[config.mk]
export PLATFORM = sky130hd
export DESIGN_NAME = clc_line_ctrl
export DESIGN_NICKNAME = d
export VERILOG_FILES = /design/src/rtl/clc_pkg.sv /design/src/rtl/clc_line_store.sv /design/src/rtl/clc_push_buf.sv /design/src/rtl/clc_line_ctrl.sv
export SDC_FILE = /design/constraint.sdc
export NUM_CORES = 1
export LEC_CHECK = 0
export ABC_CLOCK_PERIOD_IN_PS = 5500
export BUFFER_PORTS_ARGS = -buffer_cell sky130_fd_sc_hd__buf_2
export CAP_MARGIN = 20
export CORE_MARGIN = 5
export CORE_UTILIZATION = 36
export DETAILED_ROUTE_END_ITERATION = 8
export PLACE_DENSITY = 0.64
export SLEW_MARGIN = 20
export SYNTH_ARGS = -nofsm -noshare
export SYNTH_HDL_FRONTEND = slang
export SYNTH_SLANG_ARGS = --single-unit
[constraint.sdc]
create_clock -name clk -period 5.5 [get_ports clk]
set_input_delay 0.55 -clock clk [delete_from_list [all_inputs] [get_ports clk]]
set_output_delay 0.55 -clock clk [all_outputs]
set_load 0.005 [all_outputs]
[src/rtl/clc_pkg.sv]
package clc_pkg;

  typedef enum logic [1:0] {
    LS_INVALID  = 2'd0,
    LS_VALID    = 2'd1,
    LS_MODIFIED = 2'd2
  } line_state_e;

  typedef enum logic [2:0] {
    OP_READ      = 3'd0,
    OP_WRITE     = 3'd1,
    OP_INVAL     = 3'd2,
    OP_PUSH_INV  = 3'd3,
    OP_PUSH_KEEP = 3'd4
  } op_e;

  typedef enum logic [1:0] {
    MK_FILL  = 2'd0,
    MK_WBACK = 2'd1,
    MK_WORD  = 2'd2
  } mem_kind_e;

  typedef enum logic [2:0] {
    CS_IDLE,
    CS_FILL_CMD,
    CS_FILL_DATA,
    CS_WB_CMD,
    CS_WB_DATA,
    CS_WT_CMD,
    CS_WT_DATA
  } ctl_state_e;

endpackage

[src/rtl/clc_line_store.sv]
module clc_line_store #(
  parameter int DW    = 32,
  parameter int WORDS = 4,
  localparam int IW   = $clog2(WORDS)
) (
  input  logic                clk,
  input  logic                rst_n,
  input  logic                wr_en,
  input  logic [IW-1:0]       wr_idx,
  input  logic [DW-1:0]       wr_data,
  input  logic [IW-1:0]       rd_idx,
  output logic [DW-1:0]       rd_data,
  output logic [WORDS*DW-1:0] line_flat
);

  logic [DW-1:0] word_q [WORDS];

  for (genvar w = 0; w < WORDS; w++) begin : g_word
    always_ff @(posedge clk) begin
      if (!rst_n)                                   word_q[w] <= '0;
      else if (wr_en && (wr_idx == IW'(w)))         word_q[w] <= wr_data;
    end
    assign line_flat[w*DW +: DW] = word_q[w];
  end

  assign rd_data = word_q[rd_idx];

endmodule

[src/rtl/clc_push_buf.sv]
module clc_push_buf #(
  parameter int DW    = 32,
  parameter int WORDS = 4,
  localparam int IW   = $clog2(WORDS)
) (
  input  logic                clk,
  input  logic                rst_n,
  input  logic                load,
  input  logic [WORDS*DW-1:0] line_in,
  input  logic [IW-1:0]       rd_idx,
  output logic [DW-1:0]       rd_data
);

  logic [DW-1:0] slot_q [WORDS];

  for (genvar w = 0; w < WORDS; w++) begin : g_slot
    always_ff @(posedge clk) begin
      if (!rst_n)    slot_q[w] <= '0;
      else if (load) slot_q[w] <= line_in[w*DW +: DW];
    end
  end

  assign rd_data = slot_q[rd_idx];

endmodule

[src/rtl/clc_line_ctrl.sv]
module clc_line_ctrl
  import clc_pkg::*;
#(
  parameter int DW    = 32,
  parameter int WORDS = 4,
  localparam int IW   = $clog2(WORDS)
) (
  input  logic          clk,
  input  logic          rst_n,
  input  logic          req_valid,
  output logic          req_ready,
  input  logic [2:0]    req_op,
  input  logic          req_hit,
  input  logic          req_wt,
  input  logic [IW-1:0] req_idx,
  input  logic [DW-1:0] req_wdata,
  output logic          rsp_valid,
  output logic [DW-1:0] rsp_rdata,
  output logic [1:0]    line_state,
  output logic          mc_valid,
  input  logic          mc_ready,
  output logic [1:0]    mc_kind,
  output logic [IW-1:0] mc_word,
  input  logic          fd_valid,
  output logic          fd_ready,
  input  logic [DW-1:0] fd_data,
  output logic          wd_valid,
  input  logic          wd_ready,
  output logic [DW-1:0] wd_data
);

  localparam logic [IW-1:0] LAST_BEAT = IW'(WORDS - 1);

  ctl_state_e  state_q;
  line_state_e lstate_q;
  op_e         op_q;
  logic [IW-1:0] idx_q, beat_q;
  logic [DW-1:0] wdata_q;
  logic          hit_q, pb_full_q;
  logic          rsp_valid_q;
  logic [DW-1:0] rsp_rdata_q;

  op_e  req_op_e;
  logic accept, eff_hit, line_dirty;

  assign req_op_e   = op_e'(req_op);
  assign req_ready  = (state_q == CS_IDLE);
  assign accept     = req_valid && req_ready;
  assign eff_hit    = req_hit && (lstate_q != LS_INVALID);
  assign line_dirty = (lstate_q == LS_MODIFIED);

  // line storage write port
  logic          st_we;
  logic [IW-1:0] st_idx;
  logic [DW-1:0] st_wd;
  logic [DW-1:0] st_rd;
  logic [WORDS*DW-1:0] st_line;

  always_comb begin
    st_we  = 1'b0;
    st_idx = req_idx;
    st_wd  = req_wdata;
    unique case (state_q)
      CS_IDLE: begin
        st_we = accept && (req_op_e == OP_WRITE) && !req_wt && eff_hit;
      end
      CS_FILL_DATA: begin
        st_we  = fd_valid;
        st_idx = beat_q;
        st_wd  = ((op_q == OP_WRITE) && (beat_q == idx_q)) ? wdata_q : fd_data;
      end
      CS_WT_DATA: begin
        st_we  = wd_ready && hit_q;
        st_idx = idx_q;
        st_wd  = wdata_q;
      end
      default: ;
    endcase
  end

  clc_line_store #(.DW(DW), .WORDS(WORDS)) u_store (
    .clk       (clk),
    .rst_n     (rst_n),
    .wr_en     (st_we),
    .wr_idx    (st_idx),
    .wr_data   (st_wd),
    .rd_idx    (req_idx),
    .rd_data   (st_rd),
    .line_flat (st_line)
  );

  // victim buffer, captured when a request finds the line dirty
  logic          pb_load;
  logic [DW-1:0] pb_rd;

  assign pb_load = accept && line_dirty &&
                   (((req_op_e == OP_READ) && !eff_hit) ||
                    ((req_op_e == OP_WRITE) && !req_wt && !eff_hit) ||
                    (req_op_e == OP_PUSH_INV) || (req_op_e == OP_PUSH_KEEP));

  clc_push_buf #(.DW(DW), .WORDS(WORDS)) u_pbuf (
    .clk     (clk),
    .rst_n   (rst_n),
    .load    (pb_load),
    .line_in (st_line),
    .rd_idx  (beat_q),
    .rd_data (pb_rd)
  );

  // memory side outputs decoded from the sequencer state
  always_comb begin
    mc_valid = 1'b0;
    mc_kind  = MK_FILL;
    mc_word  = '0;
    unique case (state_q)
      CS_FILL_CMD: mc_valid = 1'b1;
      CS_WB_CMD:   begin mc_valid = 1'b1; mc_kind = MK_WBACK; end
      CS_WT_CMD:   begin mc_valid = 1'b1; mc_kind = MK_WORD; mc_word = idx_q; end
      default: ;
    endcase
  end

  assign fd_ready   = (state_q == CS_FILL_DATA);
  assign wd_valid   = (state_q == CS_WB_DATA) || (state_q == CS_WT_DATA);
  assign wd_data    = (state_q == CS_WB_DATA) ? pb_rd : wdata_q;
  assign rsp_valid  = rsp_valid_q;
  assign rsp_rdata  = rsp_rdata_q;
  assign line_state = lstate_q;

  always_ff @(posedge clk) begin
    if (!rst_n) begin
      state_q     <= CS_IDLE;
      lstate_q    <= LS_INVALID;
      op_q        <= OP_READ;
      idx_q       <= '0;
      beat_q      <= '0;
      wdata_q     <= '0;
      hit_q       <= 1'b0;
      pb_full_q   <= 1'b0;
      rsp_valid_q <= 1'b0;
      rsp_rdata_q <= '0;
    end else begin
      rsp_valid_q <= 1'b0;
      unique case (state_q)
        CS_IDLE: if (accept) begin
          op_q    <= req_op_e;
          idx_q   <= req_idx;
          wdata_q <= req_wdata;
          hit_q   <= eff_hit;
          beat_q  <= '0;
          case (req_op_e)
            OP_READ: begin
              if (eff_hit) begin
                rsp_valid_q <= 1'b1;
                rsp_rdata_q <= st_rd;
              end else begin
                pb_full_q <= line_dirty;
                state_q   <= CS_FILL_CMD;
              end
            end
            OP_WRITE: begin
              if (req_wt) begin
                state_q <= CS_WT_CMD;
              end else if (eff_hit) begin
                lstate_q    <= LS_MODIFIED;
                rsp_valid_q <= 1'b1;
              end else begin
                pb_full_q <= line_dirty;
                state_q   <= CS_FILL_CMD;
              end
            end
            OP_INVAL: begin
              lstate_q    <= LS_INVALID;
              rsp_valid_q <= 1'b1;
            end
            OP_PUSH_INV, OP_PUSH_KEEP: begin
              if (line_dirty) begin
                pb_full_q <= 1'b1;
                state_q   <= CS_WB_CMD;
              end else begin
                if (req_op_e == OP_PUSH_INV) lstate_q <= LS_INVALID;
                rsp_valid_q <= 1'b1;
              end
            end
            default: rsp_valid_q <= 1'b1;
          endcase
        end
        CS_FILL_CMD: if (mc_ready) state_q <= CS_FILL_DATA;
        CS_FILL_DATA: if (fd_valid) begin
          if ((op_q == OP_READ) && (beat_q == idx_q)) rsp_rdata_q <= fd_data;
          beat_q <= beat_q + IW'(1);
          if (beat_q == LAST_BEAT) begin
            lstate_q    <= (op_q == OP_WRITE) ? LS_MODIFIED : LS_VALID;
            rsp_valid_q <= 1'b1;
            beat_q      <= '0;
            state_q     <= pb_full_q ? CS_WB_CMD : CS_IDLE;
          end
        end
        CS_WB_CMD: if (mc_ready) state_q <= CS_WB_DATA;
        CS_WB_DATA: if (wd_ready) begin
          beat_q <= beat_q + IW'(1);
          if (beat_q == LAST_BEAT) begin
            beat_q    <= '0;
            pb_full_q <= 1'b0;
            state_q   <= CS_IDLE;
            if (op_q == OP_PUSH_INV) begin
              lstate_q    <= LS_INVALID;
              rsp_valid_q <= 1'b1;
            end else if (op_q == OP_PUSH_KEEP) begin
              lstate_q    <= LS_VALID;
              rsp_valid_q <= 1'b1;
            end
          end
        end
        CS_WT_CMD: if (mc_ready) state_q <= CS_WT_DATA;
        CS_WT_DATA: if (wd_ready) begin
          if (hit_q) lstate_q <= LS_VALID;
          rsp_valid_q <= 1'b1;
          state_q     <= CS_IDLE;
        end
        default: state_q <= CS_IDLE;
      endcase
    end
  end

  AST_MC_HOLD: assert property (@(posedge clk) disable iff (!rst_n)
    (mc_valid && !mc_ready) |=> (mc_valid && $stable(mc_kind) && $stable(mc_word)))
    else $error("command dropped under stall");

  AST_WD_HOLD: assert property (@(posedge clk) disable iff (!rst_n)
    (wd_valid && !wd_ready) |=> (wd_valid && $stable(wd_data)))
    else $error("write beat changed under stall");

  AST_INV_DROP: assert property (@(posedge clk) disable iff (!rst_n)
    (accept && (req_op == 3'd2)) |=> ((line_state == 2'd0) && !mc_valid && req_ready))
    else $error("invalidate did not drop line quietly");

  AST_CLEAN_PUSH: assert property (@(posedge clk) disable iff (!rst_n)
    (accept && ((req_op == 3'd3) || (req_op == 3'd4)) && (line_state != 2'd2))
      |=> (!mc_valid && req_ready))
    else $error("push of clean line made traffic");

  AST_HIT_RSP: assert property (@(posedge clk) disable iff (!rst_n)
    (accept && (req_op == 3'd0) && req_hit && (line_state != 2'd0)) |=> (rsp_valid && req_ready))
    else $error("read hit not answered next cycle");

  AST_CB_HIT_DIRTY: assert property (@(posedge clk) disable iff (!rst_n)
    (accept && (req_op == 3'd1) && !req_wt && req_hit && (line_state != 2'd0))
      |=> (line_state == 2'd2))
    else $error("copyback write hit did not dirty line");

  AST_WT_MISS_KEEP: assert property (@(posedge clk) disable iff (!rst_n)
    (accept && (req_op == 3'd1) && req_wt && !(req_hit && (line_state != 2'd0)))
      |=> $stable(line_state))
    else $error("write-through miss changed state");

endmodule

## Word level (Yosys, flattened, before mapping)

Memories as Yosys holds them, arrays and structs flattened. A register that Yosys moved wholly into a read port is not among the register bits.
Index checks and enable logic that the tools add are counted.

| storage, ports and cells | value |
|---|---|
| flip-flop bits (word level) | 79 |
| RAM bits | 256 |
| input bits | 77 |
| output and inout bits | 75 |
| logic and storage cells | 198 |
| memories | 2 |

Memory list:

| memory | depth | width | rd ports | clocked after memory_dff | write ports | line | source |
|---|---|---|---|---|---|---|---|
| u_pbuf.slot_q | 4 | 32 | 1 | 1 | 4 | clc_push_buf.sv:14 | `logic [DW-1:0] slot_q [WORDS];` |
| u_store.word_q | 4 | 32 | 5 | 0 | 4 | clc_line_store.sv:16 | `logic [DW-1:0] word_q [WORDS];` |

| cells by class | value |
|---|---|
| add/subtract/negate cells | 1 |
| eq/ne operators | 40 |
| muxes and demuxes | 97 |
| bitwise logic cells | 8 |
| reduce and logical (&&, ||, !) cells | 40 |

Operators by type and width:

| kind | count |
|---|---|
| $mux W32 | 15 |
| $pmux W32 S2 | 2 |
| $mux W2 | 22 |
| $mux W3 | 12 |
| $mux W1 | 34 |
| $pmux W3 S7 | 1 |
| $logic_and A1 B1 Y1 | 17 |
| $eq A3 B2 Y1 const B | 5 |
| $eq A3 B3 Y1 const B | 5 |
| $ne A3 B3 Y1 const B | 5 |
| $ne A2 B2 Y1 const B | 7 |
| $reduce_and A14 Y1 | 1 |
| $ne A2 B1 Y1 const B | 6 |
| $pmux W2 S3 | 2 |
| $reduce_and A11 Y1 | 1 |
| $eq A3 B1 Y1 const B | 3 |
| $logic_not A3 Y1 | 3 |
| $pmux W1 S3 | 3 |
| $pmux W3 S3 | 1 |
| $eq A2 B2 Y1 const B | 4 |
| $ne A4 B1 Y1 const B | 2 |
| $or A1 B1 Y1 | 8 |
| $pmux W2 S2 | 2 |
| $pmux W2 S4 | 1 |
| 18 further kinds | 24 |

## Logic depth before layout (Yosys ltp)

Gate-level depths: netlist (run 1).

| logic depth | value |
|---|---|
| depth after elaboration | 12 |
| depth in mapped cells | 8 |
| depth with buffers taken out | 6 |

## Cells and area by module

From an unflattened synthesis (run 1), not the netlist that was laid out.

| second synthesis, totals | value |
|---|---|
| cells, all modules | 1,241 |
| area, all modules | 16,243.1 um^2 |

By module, submodules not included:

| module | times used | cells an instance | area each (um^2) | sequential area each (um^2) |
|---|---|---|---|---|
| clc_line_store | 1 | 318 | 5,582.9 | 3,843.7 |
| clc_push_buf | 1 | 324 | 5,577.8 | 3,843.7 |
| clc_line_ctrl | 1 | 599 | 5,082.4 | 1,581.5 |

## Least setup slack after synthesis (run 1)

OpenSTA, ideal clock, no wires.

| path | value |
|---|---|
| path kind | input -> register |
| start | input port req_op[0] |
| end | memory u_pbuf.slot_q[0][0], enable pin |
| setup time | 0.492 ns |
| arrival | 4.054 ns |
| data required time | 5.008 ns |
| path slack | 0.955 ns |
| stages on the path | 5 |
| path buffers | 1 |
| cells stage by stage | buf_2 > or3b_4 > nand2_1 > o211ai_1 > nand2_1 |

RTL lines:

| element | line | source |
|---|---|---|
| start, declared | clc_line_ctrl.sv:12 | `input logic [2:0] req_op,` |
| end, declared | clc_push_buf.sv:14 |  |

==> metrics.txt, run 1 <==
Yosys reg bits=~340; Max-Cap Viols=0; Post-Place Worst Slack=~1.8 ns; critical path launch point type=register; 1st-iter DRT viols=between 900 and 1000; post-synthesis to final-layout area growth=14.8%; leak pwr=~0.0067 uW; number of flops mapped to enable cells by yosys=256; I/O pins=152; post-cts hold buffer count=0; overall routed net length=~40 mm; final setup violation count=0; prevailing post-synth register cell=edfxtp_1; worst-case vdd ir drop=approximately 0.00018 V; total placed instance area=0.0170 mm^2; slowest stage cell, crit path=dfxtp_1; post-synthesis cell type with the largest combined area=edfxtp_1; post-synthesis sequential area ratio=approximately 59%; kind of path behind the tightest hold check=in2reg; critical hold path startpoint=req_wdata[9]; final cell area excluding filler cells=~0.018 mm^2; outcome=finished clean; worst reg2reg startpoint=state_q[1]; combinational share of power=16.5%; post-route fraction of the period consumed by the critical path=approximately 70%; crit-path leading delay family=simple AND/OR/NAND/NOR gates; TritonCTS clock tree=built; path length in cells of the critical path=5; synth warn=0; number of search-and-repair iterations in the first detailed-routing pass=5; clock-pin slew on the worst setup and hold paths=about 0.06 ns; Synth Net Count=~1300; sinks on the clock net=approximately 340; number of failing hold endpoints at the final stage=0; total DRC errors in the routed layout=0; area occupied by multi-input gates=0.00606 mm^2; fraction of synthesis flops using an asynchronous set or reset pin=0%; hold slack final=around 0.28 ns; number of buffers created by CTS=37; average cell area after synthesis=12.5 um^2; worst-case headroom to the max-slew limit=approximately a quarter; worst path arrival time=roughly 4.1 ns; number of unique standard cell types used by synthesis=59; crit-path max FO=32; total global routing track utilization=around 17%; achievable frequency=about 260 MHz; Initial Util=a little over a third; placer congestion estimate=slightly below 0.8; Pwr per Cell Area=353 mW/mm^2; final-report max-slew violation count=0; hold endpoint=wdata_q[9]; Resized cells post-CTS=0; type of the setup path with the least slack=reg2reg; Worst-Margin Slew=1.11 ns; Switching Power=approximately 1800 uW; post-synthesis instance area=around 0.016 mm^2; synthesized instance count=1270; first-pass GRT wire length=approximately 63 mm; count of placed standard cells including taps=~1900; via count=between 10000 and 15000; detail-routed net length per standard cell=~20 um; Reg-to-Reg End=u_store.word_q[3][17]; final instance count without filler cells=about 2000; antenna violations before repair=5; clock latency on the worst-skew pair=between 0.5 and 0.6 ns; largest stage delay on the critical path=roughly 0.97 ns; IO Port Bufs=151; full die area=0.0482 mm^2; worst-case register-to-register setup slack=between 1.5 and 2 ns; maximum clock insertion buffer count=3; vias in the first global route=~11000; Internal Power=4630 uW; CTS HTree Levels=2; worst path cell trace=nand2b_2, buf_4, o21ai_1, nand3_2, nor2_1; final worst slack=roughly 1.7 ns; Critical path buffers and inverters=1; Core ar.=roughly 0.043 mm^2; hold-critical path depth=3; filler cell count in the final layout=approximately 4000; drt via density=about 5.2; pin count of the biggest net entering global routing=between 80 and 90; Reg power frac=around 47%; CP endpoint kind=register; CTS Root Buffer Type=clkbuf_16; number of placement rows=between 70 and 80; die outline height=around 220 um; top cells by area in the synthesized netlist=edfxtp_1 49%, dfxtp_1 10%, mux4_2 9.1%; sum of negative setup slack=0 ns; fraction of power spent switching nets=between 20% and 30%; register area=about 0.0093 mm^2; required time at the worst-slack endpoint=approximately 5.8 ns; clock power share=a little over a third; Max Clock Skew=roughly 0.012 ns; global route overflow=0; fraction of final layout cells sized beyond drive strength 1=25.9%; number of nets in the layout=around 1500; remaining number of nets flagged by the antenna check after routing=0; post-CTS setup buffers=0; cell count of the worst reg-to-reg path=5; setup repair after global routing missed its margin=no; Synth top area share=approximately half; HPWL after DPL=26.7 mm; minimum clock period after layout=roughly 3.8 ns; die span in x=~220 um
==> worst register-to-register path: cells and delay by family (launching register included) <==
family / cells / cell delay (ns)
and+or+nand+nor: 3 / 1.72
DFF: 1 / 0.97
buffers and inverters: 1 / 0.39
AOI/OAI and AO/OA: 1 / 0.55
==> area by class of cell <==
| type | instances | share of cell area, % |
|---|---|---|
| well taps | 585 | 4.03 |
| clock inverters | 17 | 0.606 |
| diodes | 2 | 0.0276 |
| clock buffers | 50 | 5.60 |
| repair buffers | 171 | 4.99 |
| flip-flops and latches | 337 | 51.3 |
| inverters | 4 | 0.0896 |
| multi-input cells | 831 | 33.4 |
==> synth_stat cells (9+ instances only) <==
library cell and instances:
buf_6 14, o21ai_0 10, mux4_2 64, nor2_1 170, dfxtp_1 81, or3_1 25
buf_4 9, a21oi_1 55, and2_1 131, edfxtp_1 256, a211oi_2 28, o221ai_2 19
nand2_1 187, mux2i_1 39, clkbuf_1 39, nor2b_1 9, buf_2 34
==> kinds of logic after synthesis <==
| family | Yosys count | synth area share [%] |
|---|---|---|
| AOI/OAI and AO/OA | 159 | 8.71 |
| xor gates and xnor gates | 2 | 0.111 |
| adders and majority gates | 1 | 0.0791 |
| buffers and inverters | 102 | 3.57 |
| DFF | 337 | 58.9 |
| muxes | 105 | 11.7 |
| and+or+nand+nor | 564 | 16.9 |
==> worst max-delay path by stage <==
stage	end	slack, ns	from
after floorplan	u_pbuf.slot_q[0][0]	0.95	req_op[0]
after global placement	u_store.word_q[3][25]	1.98	state_q[1]
after detailed placement	u_store.word_q[3][17]	1.76	state_q[1]
after CTS	u_store.word_q[3][17]	1.73	state_q[1]
after global routing	u_store.word_q[3][17]	1.33	state_q[1]
final	u_store.word_q[3][17]	1.69	state_q[1]
==> per-layer routing <==
metal / global-route usage (%) / share of wire (%) / vias up / wire (um)
li1: - / - / 4834 / -
met1: 23.0 / 42 / 5108 / 17400
met2: 28.5 / 49 / 305 / 20100
met3: 3.48 / 7.2 / 48 / 2940
met4: 3.22 / 1.4 / 4 / 579
met5: 0 / 0.034 / - / 14
==> placed cells by master, fill, tap and decap left out, drive strengths merged, types with 39 or more instances in the layout <==
master	count
a21oi	56
and2	131
buf	171
clkbuf	50
dfxtp	81
edfxtp	256
mux2i	39
mux4	64
nand2	188
nor2	172
==> through the flow <==
step | util (%) | power, uW
5_1_grt | 42.0 | 6680
3_3_place_gp | 39.3 | 4110
4_1_cts | 41.9 | 6460
6_report | 42.0 | 6400
2_1_floorplan | - | 3750
3_5_place_dp | 39.3 | 4140
==> state kept, by name, indices dropped and copies added, names as in the netlist, named ones only <==
register and count:
beat_q 2, hit_q 1, idx_q 2, line_state 2, op_q 3, pb_full_q 1
rsp_rdata 32, rsp_valid 1, state_q 3, u_pbuf.slot_q 128, u_store.word_q 128, wdata_q 32
==> power groups by stage <==
stage	Clock (uW)	Combinational, uW	Sequential [uW]
after floorplan	0	721	3030
after global placement	0	1050	3060
after detailed placement	0	1060	3070
after CTS	2370	1070	3020
after global routing	2480	1160	3040
final	2320	1060	3020
No activity file was read; power rests on OpenSTA's default activity.
==> run 2, diff against run 1 <==
--- a/config.mk
+++ b/config.mk
@@ -5,13 +5,13 @@
 export SDC_FILE = /design/constraint.sdc
 export NUM_CORES = 1
 export LEC_CHECK = 0
-export ABC_CLOCK_PERIOD_IN_PS = 5500
+export ABC_CLOCK_PERIOD_IN_PS = 3100
 export BUFFER_PORTS_ARGS = -buffer_cell sky130_fd_sc_hd__buf_2
 export CAP_MARGIN = 20
 export CORE_MARGIN = 5
 export CORE_UTILIZATION = 36
 export DETAILED_ROUTE_END_ITERATION = 8
-export PLACE_DENSITY = 0.64
+export PLACE_DENSITY = 0.66
 export SLEW_MARGIN = 20
 export SYNTH_ARGS = -nofsm -noshare
 export SYNTH_HDL_FRONTEND = slang
==> constraint.sdc (replaced) <==
create_clock -name clk -period 3.1 [get_ports clk]
set_input_delay 0.31 -clock clk [delete_from_list [all_inputs] [get_ports clk]]
set_output_delay 0.31 -clock clk [all_outputs]
set_load 0.005 [all_outputs]
==> run 2 against run 1 <==
Net effect: sequential cell count unchanged; non-clock buffer count up 29; count of clock-buffer cells in the layout up 10; clock power up 85%; combinational power is 89% higher; utilization grew 0.85 points; critical path depth stayed put; die area unchanged; via count is 3.6% higher; critical path type is now reg2out; critical endpoint is now wd_data[15]; largest cell class unchanged; largest power group unchanged; highest routed layer is now met4.
==> metrics.txt, run 2 (synthesis gave the netlist of run 1 again) <==
outcome=finished clean (unchanged); number of nets in the layout=1489 (was 1460); TritonCTS clock tree=built (unchanged); Max Clock Skew=0.0172 ns (was 0.0122 ns); number of failing hold endpoints at the final stage=0 (unchanged); post-synthesis to final-layout area growth=17.1% (was 14.8%); worst-case headroom to the max-slew limit=26.3% (was 25.8%); leak pwr=0.00690 uW (was 0.00669 uW); Core ar.=0.0433 mm^2 (unchanged); count of placed standard cells including taps=1957 (was 1928); drt via density=5.27 (was 5.16); die span in x=220 um (unchanged); cell count of the worst reg-to-reg path=5 (unchanged); final setup violation count=0 (unchanged); leading cell types in the layout, fill and taps excluded=256 x edfxtp_1, 185 x nand2_1, 170 x nor2_1, 151 x buf_2, 131 x and2_1 (unchanged); Reg-to-Reg End=u_store.word_q[3][25] (was u_store.word_q[3][17]); global route overflow=0 (unchanged); commonest non-fill, non-tap cell in the layout=edfxtp_1 (unchanged); Max-Cap Viols=0 (unchanged); HPWL after DPL=29.0 mm (was 26.7 mm); total global routing track utilization=17.9% (was 16.9%); placer congestion estimate=0.848 (was 0.789); Worst-Margin Slew=1.11 ns (about the same); CP endpoint kind=output pin (was register); largest registers=u_pbuf.slot_q x128, u_store.word_q x128 (unchanged); Resized cells post-CTS=0 (unchanged); Initial Util=36.5% (unchanged); worst path arrival time=2.33 ns (was 4.14 ns); total placed instance area=0.0173 mm^2 (was 0.0170 mm^2); I/O pins=152 (unchanged); critical path launch point type=register (unchanged); post-route fraction of the period consumed by the critical path=85.1%; remaining number of nets flagged by the antenna check after routing=0 (unchanged); pin count of the biggest net entering global routing=89 (was 88); worst-case register-to-register setup slack=0.54 ns (was 1.69 ns); sinks on the clock net=337 (unchanged); total chip power=11600 uW (was 6400 uW); CTS Root Buffer Type=clkbuf_16 (unchanged); crit-path max FO=23 (was 32); number of antenna cells inserted=0 (was 2); number of search-and-repair iterations in the first detailed-routing pass=5 (unchanged); final cell area excluding filler cells=0.0185 mm^2 (was 0.0182 mm^2); hold-critical path depth=3 (unchanged); clock latency on the worst-skew pair=0.54 ns (was 0.52 ns); IO Port Bufs=151 (unchanged); via count=10700 (was 10300); post-cts hold buffer count=0 (unchanged); post-layout util=42.8% (was 42.0%); maximum clock insertion buffer count=3 (unchanged); critical hold path startpoint=req_wdata[9] (unchanged); final-report max-slew violation count=0 (unchanged); worst reg2reg startpoint=state_q[1] (unchanged); full die area=0.0482 mm^2 (unchanged); setup repair after global routing missed its margin=no (unchanged); worst-case vdd ir drop=0.000316 V (was 0.000182 V); CTS HTree Levels=2 (unchanged); fraction of final layout cells sized beyond drive strength 1=27.6% (was 25.9%); antenna violations before repair=0 (was 5); hold endpoint=wdata_q[9] (unchanged); kind of path behind the tightest hold check=in2reg (unchanged); overall routed net length=43.6 mm (was 41.0 mm); minimum clock period after layout=~2.6 ns; sum of negative setup slack=0 ns (unchanged); total DRC errors in the routed layout=0 (unchanged); number of buffers created by CTS=37 (unchanged); required time at the worst-slack endpoint=2.79 ns (was 5.83 ns); post-CTS setup buffers=0 (unchanged); Pwr per Cell Area=628 mW/mm^2 (was 353 mW/mm^2); number of placement rows=76 (unchanged); achievable frequency=379 MHz; 1st-iter DRT viols=986 (was 917); die outline height=220 um (unchanged); clock-pin slew on the worst setup and hold paths=0.06 ns (about the same); vias in the first global route=10800 (was 10700); final instance count without filler cells=2025 (was 1997); first-pass GRT wire length=65.5 mm (was 63.1 mm); detail-routed net length per standard cell=21.6 um (was 20.5 um); type of the setup path with the least slack=reg2out (was reg2reg)
[run 2: cell count changes in the layout (fill, tap and decap cells not counted), moves of 2 or more]
cell      previous run  this run
diode_2              2         0
buf_4               20        40
clkbuf_8             0         9
clkinv_1             8         4
clkinv_2             6         2
buf_12               0         9
[run 2: area by class of cell]
cell class                      instances  area (um^2)
Multi-Input combinational cell        831         6040
Inverter                                4         16.3
Fill cell                            4020        24700
Sequential cell                       337         9310
Clock buffer                           60         1140
Timing Repair Buffer                  200         1240
Tap cell                              585          732
Clock inverter                          8         46.3
[run 2: worst max-delay path, stage by stage (launching register included)]
cell and delay, ns:
dfxtp_2 0.32, buf_4 0.48, mux4_2 0.58, nand2_1 0.13, nand2_1 0.11, buf_2 0.15
[run 2: through the flow]
stage	hold slack (ns)	setup slack, ns
floorplan	0.445	-0.743
global placement	0.454	0.683
detailed placement	0.462	0.619
CTS	0.00659	0.388
global route	0.0216	0.316
finish	0.0241	0.461
[run 2: power breakdown]
group | total [uW] | internal (uW) | leakage (uW) | switching (uW)
combinational | 2000 | 743 | 0.00301 | 1260
sequential | 5330 | 5150 | 0.00331 | 181
clock | 4300 | 2530 | 0.000582 | 1770
total | 11600 | 8420 | 0.00690 | 3210
[run 2: metal layers]
metal  global-route usage [%]  vias to the layer above  share of wire [%]
met5                        0                        -                  0
met4                     4.85                        0                2.1
met3                     3.93                       60                8.1
met2                     29.8                      436                 48
met1                     23.9                     5277                 42
li1                         -                     4894                  -
[run 2: worst max-delay path by stage]
| stage | from | endpoint | cells after the start |
|---|---|---|---|
| floorplan | req_op[0] | u_store.word_q[0][0] | 6 |
| global placement | req_op[2] | u_pbuf.slot_q[2][24] | 6 |
| global route | register | wd_data[15] | 5 |
| finish | register | wd_data[15] | 5 |
| detailed placement | state_q[1] | u_store.word_q[3][25] | 5 |
| CTS | register | wd_data[15] | 5 |
